==> src/rtl/cfp_pkg.sv <==
package cfp_pkg;
   localparam int OFS_WORD  = 0;
   localparam int OFS_BYTE  = 4;
   localparam int OFS_COUNT = 8;
   localparam int OFS_STAT  = 12;

   localparam int ST_DONE  = 0;
   localparam int ST_OVR   = 1;
   localparam int ST_EMPTY = 2;

   localparam int BUS_W  = 16;
   localparam int LANES  = 2;
   localparam int LANE_W = 8;
endpackage

==> src/rtl/cfp_lane_fifo.sv <==
module cfp_lane_fifo #(
   parameter int DEPTH = 8,
   parameter int LANES = 2,
   localparam int PW  = $clog2(DEPTH),
   localparam int LVW = PW + 1,
   localparam int LW  = $clog2(LANES + 1)
) (
   input  logic               clk,
   input  logic               rst_n,
   input  logic [LW-1:0]      in_n,
   input  logic [LANES*8-1:0] in_data,
   input  logic [LW-1:0]      out_n,
   output logic [LANES*8-1:0] out_data,
   output logic [LVW-1:0]     level,
   output logic [LVW-1:0]     free
);
   if (DEPTH < LANES || (1 << PW) != DEPTH) begin : g_bad_depth
      $error("cfp_lane_fifo: DEPTH must be a power of two not below LANES");
   end

   logic [7:0]    mem [DEPTH];
   logic [PW-1:0] wr_ptr, rd_ptr;

   assign free = LVW'(DEPTH) - level;

   always_ff @(posedge clk) begin
      for (int i = 0; i < LANES; i++) begin
         if (LW'(i) < in_n) mem[wr_ptr + PW'(i)] <= in_data[i*8 +: 8];
      end
   end

   for (genvar gi = 0; gi < LANES; gi++) begin : g_head
      assign out_data[gi*8 +: 8] = mem[rd_ptr + PW'(gi)];
   end

   always_ff @(posedge clk or negedge rst_n) begin
      if (!rst_n) begin
         wr_ptr <= '0;
         rd_ptr <= '0;
         level  <= '0;
      end else begin
         wr_ptr <= wr_ptr + PW'(in_n);
         rd_ptr <= rd_ptr + PW'(out_n);
         level  <= level + LVW'(in_n) - LVW'(out_n);
      end
   end

   AST_NO_OVERFLOW: assert property (@(posedge clk) disable iff (!rst_n)
      LVW'(in_n) <= free);
   AST_NO_UNDERFLOW: assert property (@(posedge clk) disable iff (!rst_n)
      LVW'(out_n) <= level);
   AST_LEVEL_TRACK: assert property (@(posedge clk) disable iff (!rst_n)
      1'b1 |=> level == $past(level) + LVW'($past(in_n)) - LVW'($past(out_n)));
endmodule

==> src/rtl/cfp_tx_steer.sv <==
module cfp_tx_steer #(
   parameter int CNT_W = 16
) (
   input  logic [CNT_W-1:0] remain,
   input  logic             byte_sel,
   input  logic [15:0]      wdata,
   output logic [1:0]       push_n,
   output logic [15:0]      lanes
);
   always_comb begin
      if (remain == '0)                           push_n = 2'd0;
      else if (byte_sel || remain == CNT_W'(1))   push_n = 2'd1;
      else                                        push_n = 2'd2;
   end
   assign lanes = wdata;
endmodule

==> src/rtl/cfp_rx_steer.sv <==
module cfp_rx_steer #(
   parameter int LVW = 4
) (
   input  logic [LVW-1:0] level,
   input  logic           byte_sel,
   input  logic [15:0]    head,
   output logic [1:0]     pop_n,
   output logic [15:0]    rdata
);
   always_comb begin
      if (level == '0)                          pop_n = 2'd0;
      else if (byte_sel || level == LVW'(1))    pop_n = 2'd1;
      else                                      pop_n = 2'd2;
      case (pop_n)
         2'd2:    rdata = head;
         2'd1:    rdata = {8'h00, head[7:0]};
         default: rdata = 16'h0000;
      endcase
   end
endmodule

==> src/rtl/cnt_fifo_port.sv <==
module cnt_fifo_port #(
   parameter int ADDR_W   = 4,
   parameter int CNT_W    = 16,
   parameter int TX_DEPTH = 8,
   parameter int RX_DEPTH = 8,
   localparam int TLVW = $clog2(TX_DEPTH) + 1,
   localparam int RLVW = $clog2(RX_DEPTH) + 1
) (
   input  logic              clk,
   input  logic              rst_n,
   input  logic              bus_sel,
   input  logic              bus_wr,
   input  logic [ADDR_W-1:0] bus_addr,
   input  logic [15:0]       bus_wdata,
   output logic [15:0]       bus_rdata,
   output logic              bus_ready,
   input  logic              tx_pop,
   output logic [7:0]        tx_byte,
   output logic              tx_valid,
   input  logic              rx_push,
   input  logic [7:0]        rx_byte,
   output logic              rx_space
);
   import cfp_pkg::*;

   if (ADDR_W < 4 || CNT_W < 2 || CNT_W > BUS_W) begin : g_bad_cfg
      $error("cnt_fifo_port: ADDR_W >= 4 and 2 <= CNT_W <= 16 required");
   end

   logic             hit_word, hit_byte, hit_cnt, hit_stat, data_hit;
   logic             wr_data, rd_data, cnt_wr, stat_wr;
   logic [CNT_W-1:0] cnt;
   logic             done, ovr;
   logic [1:0]       push_n, pop_n;
   logic [15:0]      tx_lanes, rx_head, rx_rd;
   logic [1:0]       tx_in_n, rx_out_n, tx_out_n, rx_in_n;
   logic [TLVW-1:0]  tx_level, tx_free;
   logic [RLVW-1:0]  rx_level, rx_free;
   logic [15:0]      tx_head;
   logic             stall;

   assign hit_word = bus_addr == ADDR_W'(OFS_WORD);
   assign hit_byte = bus_addr == ADDR_W'(OFS_BYTE);
   assign hit_cnt  = bus_addr == ADDR_W'(OFS_COUNT);
   assign hit_stat = bus_addr == ADDR_W'(OFS_STAT);
   assign data_hit = hit_word || hit_byte;

   assign wr_data = bus_sel && bus_wr && data_hit;
   assign rd_data = bus_sel && !bus_wr && data_hit;
   assign cnt_wr  = bus_sel && bus_wr && hit_cnt;
   assign stat_wr = bus_sel && bus_wr && hit_stat;

   cfp_tx_steer #(.CNT_W(CNT_W)) u_tx_steer (
      .remain(cnt), .byte_sel(hit_byte), .wdata(bus_wdata),
      .push_n(push_n), .lanes(tx_lanes));

   assign stall     = wr_data && (TLVW'(push_n) > tx_free);
   assign bus_ready = !stall;
   assign tx_in_n   = (wr_data && !stall) ? push_n : 2'd0;

   assign tx_valid = tx_level != '0;
   assign tx_byte  = tx_head[7:0];
   assign tx_out_n = (tx_pop && tx_valid) ? 2'd1 : 2'd0;

   cfp_lane_fifo #(.DEPTH(TX_DEPTH), .LANES(LANES)) u_tx_fifo (
      .clk(clk), .rst_n(rst_n), .in_n(tx_in_n), .in_data(tx_lanes),
      .out_n(tx_out_n), .out_data(tx_head), .level(tx_level), .free(tx_free));

   cfp_rx_steer #(.LVW(RLVW)) u_rx_steer (
      .level(rx_level), .byte_sel(hit_byte), .head(rx_head),
      .pop_n(pop_n), .rdata(rx_rd));

   assign rx_space = rx_free != '0;
   assign rx_in_n  = (rx_push && rx_space) ? 2'd1 : 2'd0;
   assign rx_out_n = rd_data ? pop_n : 2'd0;

   cfp_lane_fifo #(.DEPTH(RX_DEPTH), .LANES(LANES)) u_rx_fifo (
      .clk(clk), .rst_n(rst_n), .in_n(rx_in_n), .in_data({8'h00, rx_byte}),
      .out_n(rx_out_n), .out_data(rx_head), .level(rx_level), .free(rx_free));

   always_ff @(posedge clk or negedge rst_n) begin
      if (!rst_n) begin
         cnt  <= '0;
         done <= 1'b0;
         ovr  <= 1'b0;
      end else begin
         if (cnt_wr) begin
            cnt  <= bus_wdata[CNT_W-1:0];
            done <= 1'b0;
         end else if (tx_in_n != 2'd0) begin
            cnt <= cnt - CNT_W'(tx_in_n);
            if (cnt == CNT_W'(tx_in_n)) done <= 1'b1;
         end
         if (wr_data && cnt == '0)               ovr <= 1'b1;
         else if (stat_wr && bus_wdata[ST_OVR])  ovr <= 1'b0;
      end
   end

   always_comb begin
      bus_rdata = 16'h0000;
      if (data_hit)     bus_rdata = rx_rd;
      else if (hit_cnt) bus_rdata = 16'(cnt);
      else if (hit_stat) begin
         bus_rdata[ST_DONE]  = done;
         bus_rdata[ST_OVR]   = ovr;
         bus_rdata[ST_EMPTY] = rx_level == '0;
      end
   end

   AST_WORD_DEC: assert property (@(posedge clk) disable iff (!rst_n)
      (wr_data && hit_word && bus_ready && cnt >= CNT_W'(2))
      |=> cnt == $past(cnt) - CNT_W'(2));
   AST_BYTE_DEC: assert property (@(posedge clk) disable iff (!rst_n)
      (wr_data && hit_byte && bus_ready && cnt != '0)
      |=> cnt == $past(cnt) - CNT_W'(1));
   AST_LAST_BYTE: assert property (@(posedge clk) disable iff (!rst_n)
      (wr_data && bus_ready && cnt == CNT_W'(1))
      |=> cnt == '0 && tx_level == $past(tx_level) + TLVW'(1) - TLVW'($past(tx_out_n)));
   AST_OVR_SET: assert property (@(posedge clk) disable iff (!rst_n)
      (wr_data && cnt == '0) |=> ovr);
   AST_DONE_ZERO: assert property (@(posedge clk) disable iff (!rst_n)
      done |-> cnt == '0);
   AST_STALL_HOLD: assert property (@(posedge clk) disable iff (!rst_n)
      (wr_data && !bus_ready) |=> cnt == $past(cnt));
endmodule

==> config.mk <==
export PLATFORM = sky130hd
export DESIGN_NAME = cnt_fifo_port
export DESIGN_NICKNAME = d
export VERILOG_FILES = /design/src/rtl/cfp_pkg.sv /design/src/rtl/cfp_lane_fifo.sv /design/src/rtl/cfp_tx_steer.sv /design/src/rtl/cfp_rx_steer.sv /design/src/rtl/cnt_fifo_port.sv
export SDC_FILE = /design/constraint.sdc
export NUM_CORES = 1
export LEC_CHECK = 0
export BUFFER_PORTS_ARGS = -buffer_cell sky130_fd_sc_hd__buf_2
export CAP_MARGIN = 20
export CORE_ASPECT_RATIO = 0.8
export CORE_MARGIN = 2
export CORE_UTILIZATION = 40
export DETAILED_ROUTE_END_ITERATION = 16
export PLACE_DENSITY_LB_ADDON = 0.05
export SYNTH_ARGS = -nofsm -noshare
export SYNTH_HDL_FRONTEND = slang
export SYNTH_SLANG_ARGS = --single-unit
export TNS_END_PERCENT = 5
==> constraint.sdc <==
create_clock -name clk -period 5.8 [get_ports clk]
set_clock_uncertainty 0.15 [all_clocks]
set_input_delay 0.29 -clock clk [delete_from_list [all_inputs] [get_ports clk]]
set_output_delay 0.29 -clock clk [all_outputs]
set_load 0.05 [all_outputs]
==> flow_summary.yaml, run 1 <==
clocking:
  number_of_buffers_inserted_during_clock_tree_synthesis: 17
  htree_levels: 4
  cts_tree: "built"
  clk_pin_slew_ns: 0.07
  clkLatencyLatePin_ns: 0.43
  post-cts-setup-buffers: 0
  clock-sinks: 166
  root_buf_cell: "clkbuf_16"
  max-clock-path-buffers: 2
routing:
  drc: 0
  vias_per_cell: 5.67
  antenna_violating_nets_post_route: 0
  drt-initial-drc-count: 448
  totalWireLength_microns: 23500
  wl_per_cell_microns: 23.1
  detailroute.via_count: 5777
  drt_pre_antenna_iters: 5
global_route:
  overflow: 0
  first_global_vias: 5933
  grt_pass1_wl_microns: 36400
  grt_antenna_before_repair: 0
  maximum_number_of_pins_on_one_net_before_global_route_repair: 39
  grt_use_total_pct: 20.8
yosys:
  synthArstFlopShare_pct: 22.9
  syn-mean-instance-area_sq_um: 14.5
  ys_types: 61
  yosysWarningCount: 0
  yosys_register_bits: 166
  synth_top_family_by_area: "multiplexers"
  share_of_the_synthesized_netlist_area_taken_by_xor_and_xnor_gates_pct: 1.34
  synth.area.mux_share_pct: 23.1
  yosysSeqAreaShare_pct: 53.0
  syn_nets: 690
  synth_area_sq_um: 9050
  postSynthCellCount: 626
  post_synth_fa_ha_maj_area_fraction_pct: 4.56
  yosys.area_share.simple_pct: 9.30
  synth-edff-count: 128
  synth-main-ff-cell: "edfxtp_1"
  synth-compound-area-share_pct: 5.94
sta:
  tightestPinTransition_ns: 1.08
  finalSetupTns_ns: 0
  report.final.hold_viol_count: 0
  final-setup-viol-count: 0
  layout_worst_path_cycle_share_pct: 89.3
  timing.final.max_slew_violations: 0
  worst_slew_margin_rel_pct: 28.1
  maxClockFrequency_mhz: 193
  rsz0062_at_grt: "false"
  post-route-min-period_ns: 5.18
  setup_ws_ns: 0.621
flow_run:
  timing.max_cap.violations: 0
power_and_ir_drop:
  worst_ir_drop_vdd_v: 0.000325
  p_per_area_nw_per_um2: 462
  sequential_power_share_pct: 35.9
  total_internal_power_uw: 2940
  power_switching_share_pct: 39.3
  power.share.clock_pct: 23.6
  power.net_switching_uw: 1900
  pwr-share-comb_pct: 40.6
  leakagePower_uw: 0.00389
setup_path:
  criticalPathCategory: "register to register"
  worstPathArrival_ns: 5.32
  critPathCaptureType: "register"
  timing.critical_path.from_type: "register"
  worstPathMaxFanout: 13
  crit_required_ns: 5.94
die:
  placeableCoreArea_sq_um: 22400
  die_extent_in_y_microns: 139
  placementRows: 49
  die_area_sq_um: 23900
  initial_utilization_pct: 40.5
  ios: 61
  floorplan.die.width_microns: 172
final_layout:
  layoutNonFillerInstCount: 1018
  antenna_cell_count: 0
  finalInstanceArea_sq_um: 10500
  final.fill_count: 1988
  areaGrowthSynthToFinish_pct: 15.8
  final_nets: 763
  layout_commonest_cell: "edfxtp_1"
  post_route_cells_drive_above_1_share_pct: 36.2
  finalCoreUtilization_pct: 46.8
  mostFrequentLayoutCells: "128 x edfxtp_1, 64 x mux2_2, 60 x buf_2"
place:
  numPlacedInstances: 975
  portBuffers: 60
  place_area_sq_um: 9740
  dp_slack_ns: 0.472
  place_hpwl_microns: 16700
  gp_routability_congestion: 0.843
outcome:
  outcome: "finished clean"
worst_hold_path:
  timing.hold.worst.class: "primary input to register"
==> registers in the layout, indices dropped and copies added, names as in the netlist <==
name / flops
u_rx_fifo.mem: 64
u_tx_fifo.mem: 64
cnt: 16
u_rx_fifo.level: 4
u_tx_fifo.level: 4
u_rx_fifo.rd_ptr: 3
u_rx_fifo.wr_ptr: 3
u_tx_fifo.rd_ptr: 3
u_tx_fifo.wr_ptr: 3
done: 1
ovr: 1
==> Yosys cell counts, drive strengths merged, types with 7 or more instances <==
cell / n / area share (%)
xor2: 7 / 0.68
ha: 25 / 3.5
dfrtp: 38 / 11
nand4: 8 / 0.69
o21ai: 19 / 1.2
mux2: 73 / 9.4
nor3: 15 / 1.2
nor4: 8 / 0.79
mux2i: 16 / 1.8
buf: 18 / 1.0
mux4: 48 / 12
nand2b: 8 / 0.55
nand2: 53 / 2.2
inv: 31 / 1.3
o211ai: 18 / 1.5
edfxtp: 128 / 42
clkbuf: 12 / 0.50
nor2: 23 / 1.2
and2: 7 / 0.48
==> final timing paths <==
| path | startpoint | end | slack, ns | cells after the start |
|---|---|---|---|---|
| max | cnt[12]$_DFFE_PN0P_ | cnt[14]$_DFFE_PN0P_ | 0.62 | 14 |
| min | bus_wdata[14] | cnt[14]$_DFFE_PN0P_ | 0.05 | 3 |
| max reg2reg | cnt[12]$_DFFE_PN0P_ | cnt[14]$_DFFE_PN0P_ | 0.62 | 14 |
| min reg2reg | done$_DFFE_PN0P_ | done$_DFFE_PN0P_ | 0.36 | 1 |
| max in group asynchronous | rst_n | cnt[3]$_DFFE_PN0P_ | 4.53 | 2 |
| min in group asynchronous | rst_n | u_rx_fifo.level[0]$_DFF_PN0_ | 0.38 | 2 |
==> timing repair <==
action                     4_1_cts  5_1_grt
hold endpoints to repair       102        0
gates resized for setup          0        1
hold buffers                     9        0
setup endpoints to repair        0        1
==> power by group through the flow <==
stage	sequential [uW]	clock, uW	combinational (uW)
floorplan	1610	0	1590
global placement	1740	0	1910
detailed placement	1760	0	1930
CTS	1730	1170	1950
global route	1760	1220	2150
finish	1740	1140	1960
==> logic make-up (layout without fill, tap and decap cells) <==
family,count (synthesis),in the layout
buf+inv,61,147
fa+ha+maj,30,30
mux,137,137
compound gates,72,72
simple gates,147,147
flops,166,166
xor+xnor,13,13
==> cell type report <==
type / instances / area [sq um] / area share [%]
clock inverters: 15 / 183 / 1.74
clock buffers: 17 / 425 / 4.06
inverters: 31 / 116 / 1.11
flip-flops and latches: 166 / 4790 / 45.7
repair buffers: 84 / 527 / 5.03
multi-input cells: 399 / 4050 / 38.7
well taps: 306 / 383 / 3.65
==> critical path, cell delays in order, from the launching register on <==
cell and delay [ns]:
dfrtp_1 0.45, nor4_2 0.46, nand4_2 0.29, a21boi_0 0.24, ha_1 0.33, nor2b_1 0.14, o211ai_2 0.28, o21a_1 0.54
nand2_1 0.31, fa_1 0.54, nor4_2 0.50, nand2_1 0.24, o31a_1 0.28, o211ai_1 0.16, o211ai_1 0.11
==> stage by stage <==
step / total power, uW / hold slack, ns
2_1_floorplan: 3190 / -0.156
3_3_place_gp: 3640 / 0.333
3_5_place_dp: 3690 / 0.334
4_1_cts: 4850 / 0.0424
5_1_grt: 5140 / 0.0707
6_report: 4840 / 0.0524
==> per-layer routing <==
layer	GRT usage [%]	routed length, microns
met1	33.2	11800
met3	4.05	1220
met2	29.8	10400
met5	0	0
met4	3.32	148
No activity file was read; power rests on OpenSTA's default activity.
==> run 2: changes to the inputs <==
--- a/config.mk
+++ b/config.mk
@@ -9,7 +9,7 @@
 export CAP_MARGIN = 20
 export CORE_ASPECT_RATIO = 0.8
 export CORE_MARGIN = 2
-export CORE_UTILIZATION = 40
+export CORE_UTILIZATION = 30
 export DETAILED_ROUTE_END_ITERATION = 16
 export PLACE_DENSITY_LB_ADDON = 0.05
 export SYNTH_ARGS = -nofsm -noshare
==> flow_summary.yaml, run 2 (synthesis gave the netlist of run 1 again) <==
place:
  portBuffers: 60
  place_area_sq_um: 9890
  dp_slack_ns: 0.661
  gp_routability_congestion: 0.802
  place_hpwl_microns: 17900
die:
  placeableCoreArea_sq_um: 29500
  placementRows: 56
  die_extent_in_y_microns: 159
  ios: 61
  floorplan.die.width_microns: 198
  die_area_sq_um: 31600
  initial_utilization_pct: 30.7
setup_path:
  rr_worst_depth: 15
  criticalPathCategory: "register to register"
  crit_required_ns: 5.92
  worstPathArrival_ns: 5.33
  regToRegSetupSlack_ns: 0.59
  timing.critical_path.from_type: "register"
  delay_heaviest_family_cp: "simple AND/OR/NAND/NOR gates"
  cp_num_buf_inv: 1
  worstPathMaxFanout: 13
  cp_cell_sequence: "nor4_1, nand4_2, a21boi_0, ha_1, nor2b_1, o211ai_2, o21a_1, nand2_1, fa_1, nor4_1, buf_4, nand2_1, o31a_1, o211ai_1, o211ai_1"
  r2r_end: "cnt[14]$_DFFE_PN0P_"
  crit_path_max_incr_delay_ns: 0.53
  worst_path_max_delay_cell: "fa_1"
  worstReg2RegStart: "cnt[14]$_DFFE_PN0P_"
  critPathCaptureType: "register"
sta:
  maxClockFrequency_mhz: 192
  tightestPinTransition_ns: 1.09
  setup_ws_ns: 0.592
  final-setup-viol-count: 0
  layout_worst_path_cycle_share_pct: 89.8
  post-route-min-period_ns: 5.21
  worst_slew_margin_rel_pct: 27.1
  finalSetupTns_ns: 0
  report.final.hold_viol_count: 0
  timing.final.max_slew_violations: 0
  rsz0062_at_grt: "false"
final_layout:
  layout_commonest_cell: "edfxtp_1"
  final.fill_count: 2863
  areaGrowthSynthToFinish_pct: 16.5
  final-seq-area_sq_um: 4790
  multi_input_comb_area_sq_um: 4070
  final_nets: 763
  largest_registers: "u_rx_fifo.mem (64), u_tx_fifo.mem (64), cnt (16)"
  post_route_cells_drive_above_1_share_pct: 35.4
  mostFrequentLayoutCells: "128 x edfxtp_1, 64 x mux2_2, 60 x buf_2"
  finalInstanceArea_sq_um: 10600
routing:
  antenna_violating_nets_post_route: 0
  detailroute.via_count: 5745
  wl_per_cell_microns: 22.4
  drt_pre_antenna_iters: 5
  totalWireLength_microns: 25100
  drt-initial-drc-count: 427
  drc: 0
  vias_per_cell: 5.13
global_route:
  first_global_vias: 5933
  grt_use_total_pct: 16.5
  globalRouteMet2Util_pct: 23.6
  maximum_number_of_pins_on_one_net_before_global_route_repair: 39
  busiest_layer: "met1"
  grt_pass1_wl_microns: 38100
  overflow: 0
  grtUsageMet3_pct: 3.39
  grt_use_met1_pct: 25.5
  grt_antenna_before_repair: 0
worst_hold_path:
  worst_hold_path.endpoint: "cnt[13]$_DFFE_PN0P_"
  hold-path-cell-count: 3
  hold_path_startpoint: "bus_wdata[13]"
  timing.hold.worst.class: "primary input to register"
outcome:
  outcome: "finished clean"
power_and_ir_drop:
  power.share.clock_pct: 22.1
  leakagePower_uw: 0.00386
  total_internal_power_uw: 2910
  power.net_switching_uw: 1860
  power_uw: 4770
  pwr-share-comb_pct: 41.4
  power_switching_share_pct: 39.0
  p_per_area_nw_per_um2: 452
  sequential_power_share_pct: 36.5
  worst_ir_drop_vdd_v: 0.000294
clocking:
  number_of_buffers_inserted_during_clock_tree_synthesis: 17
  htree_levels: 4
  post_cts_resized: 0
  root_buf_cell: "clkbuf_16"
  clkLatencyLatePin_ns: 0.43
  cts_tree: "built"
  clk_pin_slew_ns: 0.07
  post-cts-setup-buffers: 0
  clock-sinks: 166
  max-clock-path-buffers: 2
flow_run:
  timing.max_cap.violations: 0
## run 2: cell types whose count changed in the layout (fill, tap and decap cells not counted), sizes merged
cell | before | now
inv | 37 | 34
diode | 0 | 1
clkinv | 9 | 6
clkinvlp | 0 | 4
clkbuf | 17 | 19
## run 2: area by class of cell
| type | instances | share of cell area [%] |
|---|---|---|
| flip-flops and latches | 166 | 45.4 |
| repair buffers | 84 | 4.96 |
| inverters | 31 | 1.10 |
| diodes | 1 | 0.0237 |
| clock buffers | 19 | 4.10 |
| well taps | 406 | 4.81 |
| clock inverters | 13 | 0.960 |
| multi-input cells | 399 | 38.6 |
## run 2: metrics by stage
step | util [%] | cells | hold WS [ns]
2_1_floorplan | - | 626 | -0.156
3_3_place_gp | 33.5 | 1075 | 0.342
3_5_place_dp | 33.5 | 1075 | 0.342
4_1_cts | 35.6 | 1116 | 0.0408
5_1_grt | 35.8 | 1118 | 0.0568
6_report | 35.8 | 1119 | 0.0479
## run 2: worst register-to-register path, delay by kind of cell, from the launching register on
| kind | cells | cell delay (ns) |
|---|---|---|
| AND/OR/NAND/NOR | 6 | 1.73 |
| AO/OA/AOI/OAI | 6 | 1.65 |
| flip-flops | 1 | 0.46 |
| adder cells (fa/ha/maj) | 2 | 0.86 |
| buffers and inverters | 1 | 0.20 |
## run 2: routing by layer
| metal | up-vias | routed length, microns |
|---|---|---|
| li1 | 2603 | - |
| met1 | 2993 | 13100 |
| met2 | 133 | 10800 |
| met3 | 16 | 943 |
| met4 | 0 | 247 |
| met5 | - | 0 |
## run 2: power by group through the flow
stage / clock network [uW] / registers, uW / logic (uW)
floorplan: 0 / 1610 / 1590
global placement: 0 / 1750 / 1950
detailed placement: 0 / 1760 / 1950
CTS: 1090 / 1740 / 1970
global route: 1140 / 1770 / 2160
finish: 1050 / 1740 / 1980
## run 2: worst max-delay path by stage
stage | to | startpoint | cells after the start
CTS | cnt[14]$_DFFE_PN0P_ | cnt[14]$_DFFE_PN0P_ | 15
global route | cnt[14]$_DFFE_PN0P_ | cnt[7]$_DFFE_PN0P_ | 15
finish | cnt[14]$_DFFE_PN0P_ | cnt[14]$_DFFE_PN0P_ | 15
floorplan | cnt[14]$_DFFE_PN0P_ | cnt[14]$_DFFE_PN0P_ | 15
global placement | cnt[14]$_DFFE_PN0P_ | cnt[14]$_DFFE_PN0P_ | 15
detailed placement | cnt[14]$_DFFE_PN0P_ | cnt[14]$_DFFE_PN0P_ | 15
## run 2: timing repair
item,in CTS,in global routing
endpoints found under the hold margin,102,0
hold buffers,9,0
setup endpoints to repair,0,0
==> run 3: changes to the inputs <==
--- a/config.mk
+++ b/config.mk
@@ -9,7 +9,7 @@
 export CAP_MARGIN = 20
 export CORE_ASPECT_RATIO = 0.8
 export CORE_MARGIN = 2
-export CORE_UTILIZATION = 30
+export CORE_UTILIZATION = 50
 export DETAILED_ROUTE_END_ITERATION = 16
 export PLACE_DENSITY_LB_ADDON = 0.05
 export SYNTH_ARGS = -nofsm -noshare
==> constraint.sdc (replaced) <==
create_clock -name clk -period 6 [get_ports clk]
set_clock_uncertainty 0.15 [all_clocks]
set_input_delay 0.3 -clock clk [delete_from_list [all_inputs] [get_ports clk]]
set_output_delay 0.3 -clock clk [all_outputs]
set_load 0.05 [all_outputs]
==> flow_summary.yaml, run 3 (synthesis gave the netlist of run 1 again) <==
outcome:
  outcome: "finished clean"
setup_path:
  cp_num_buf_inv: 1
  r2r_end: "cnt[14]$_DFFE_PN0P_"
  regToRegSetupSlack_ns: 0.91
  criticalPathCategory: "register to register"
  rr_worst_depth: 15
  timing.critical_path.from_type: "register"
  cp_cell_sequence: "nor4_1, nand4_2, a21boi_0, ha_1, nor2b_1, o211ai_2, o21a_1, nand2_1, fa_1, nor4_1, buf_4, nand2_1, o31a_1, o211ai_1, o211ai_1"
  worst_path_max_delay_cell: "o21a_1"
  crit_required_ns: 6.13
  critPathCaptureType: "register"
  delay_heaviest_family_cp: "simple AND/OR/NAND/NOR gates"
  worstReg2RegStart: "cnt[14]$_DFFE_PN0P_"
  worstPathMaxFanout: 13
  worstPathArrival_ns: 5.22
  crit_path_max_incr_delay_ns: 0.52
power_and_ir_drop:
  worst_ir_drop_vdd_v: 0.000189
  p_per_area_nw_per_um2: 446
  leakagePower_uw: 0.00384
clocking:
  htree_levels: 4
  clk_pin_slew_ns: 0.07
  clock-sinks: 166
  cts_tree: "built"
  max-clock-path-buffers: 2
  root_buf_cell: "clkbuf_16"
  number_of_buffers_inserted_during_clock_tree_synthesis: 17
  post_cts_resized: 0
  clkLatencyLatePin_ns: 0.43
routing:
  wl_per_cell_microns: 23.4
  totalWireLength_microns: 21900
  vias_per_cell: 6.19
  drt-initial-drc-count: 625
  drc: 0
  antenna_violating_nets_post_route: 0
  detailroute.via_count: 5779
  drt_pre_antenna_iters: 5
global_route:
  grt_use_total_pct: 24.0
  first_global_vias: 5908
  grt_pass1_wl_microns: 34500
  grt_antenna_before_repair: 0
  overflow: 0
  maximum_number_of_pins_on_one_net_before_global_route_repair: 39
sta:
  layout_worst_path_cycle_share_pct: 84.8
  timing.final.max_slew_violations: 0
  tightestPinTransition_ns: 1.05
  worst_slew_margin_rel_pct: 29.6
  setup_ws_ns: 0.913
  rsz0062_at_grt: "false"
  maxClockFrequency_mhz: 197
  finalSetupTns_ns: 0
  final-setup-viol-count: 0
  report.final.hold_viol_count: 0
  post-route-min-period_ns: 5.09
place:
  portBuffers: 60
  dp_slack_ns: 1.03
  place_hpwl_microns: 15500
  numPlacedInstances: 892
  gp_routability_congestion: 0.889
  place_area_sq_um: 9620
final_layout:
  mostFrequentLayoutCells: "128 x edfxtp_1, 64 x mux2_2, 60 x buf_2"
  largest_registers: "u_rx_fifo.mem (64), u_tx_fifo.mem (64), cnt (16)"
  layout_commonest_cell: "edfxtp_1"
  antenna_cell_count: 0
  layoutNonFillerInstCount: 933
  final.fill_count: 1375
  final_nets: 759
  areaGrowthSynthToFinish_pct: 13.7
  finalInstanceArea_sq_um: 10300
  post_route_cells_drive_above_1_share_pct: 35.7
die:
  die_extent_in_y_microns: 124
  initial_utilization_pct: 51.6
  die_area_sq_um: 19200
  placementRows: 43
  ios: 61
  placeableCoreArea_sq_um: 17500
  floorplan.die.width_microns: 154
flow_run:
  timing.max_cap.violations: 0
worst_hold_path:
  worst_hold_path.endpoint: "cnt[10]$_DFFE_PN0P_"
  timing.hold.worst.class: "primary input to register"
  hold-path-cell-count: 3
  hold_path_startpoint: "bus_wdata[10]"
-- run 3: worst min-delay path, delay by kind of cell --
family / cells / cell delay, ns
AND/OR/NAND/NOR: 1 / 0.08
buffers and inverters: 1 / 0.16
AO/OA/AOI/OAI: 1 / 0.07
-- run 3: per-stage QoR --
stage	util, %	power, uW	hold WS, ns
after floorplan	-	3090	-0.146
after global placement	54.9	3490	0.317
after detailed placement	54.9	3530	0.334
after CTS	58.7	4630	0.0492
after global routing	58.7	4860	0.0724
final	58.7	4590	0.0733
-- run 3: power breakdown --
part,internal [uW],switching (uW)
Clock,557,522
Sequential,1430,271
Combinational,810,1000
-- run 3: final cells by class --
type	count	area [sq um]	share of cell area, %
multi-input cells	399	4050	39.3
inverters	31	116	1.13
clock inverters	15	160	1.56
repair buffers	80	473	4.59
flip-flops and latches	166	4790	46.6
clock buffers	17	425	4.13
well taps	225	282	2.73
-- run 3: worst max path at each step --
stage                     slack, ns  cells past startpoint             endpoint                 from
after detailed placement       1.03                     15  cnt[14]$_DFFE_PN0P_  cnt[14]$_DFFE_PN0P_
final                          0.91                     15  cnt[14]$_DFFE_PN0P_  cnt[14]$_DFFE_PN0P_
after global routing           0.63                     15  cnt[14]$_DFFE_PN0P_  cnt[14]$_DFFE_PN0P_
after CTS                      1.01                     15  cnt[14]$_DFFE_PN0P_  cnt[14]$_DFFE_PN0P_
after global placement         1.19                     15  cnt[14]$_DFFE_PN0P_  cnt[14]$_DFFE_PN0P_
after floorplan                1.45                     15  cnt[14]$_DFFE_PN0P_  cnt[14]$_DFFE_PN0P_
-- run 3: metal layers --
| layer | global-route usage (%) | vias to the layer above | wire, microns |
|---|---|---|---|
| met1 | 36.7 | 2960 | 10400 |
| met4 | 6.64 | 0 | 321 |
| li1 | - | 2581 | - |
| met3 | 5.64 | 26 | 1410 |
| met5 | 0 | - | 0 |
| met2 | 34.6 | 212 | 9680 |
-- run 3: timing repair --
action                     CTS  global route
setup endpoints to repair    0             0
setup buffers                0             0
hold endpoints to repair   102             0
hold buffers                 9             0
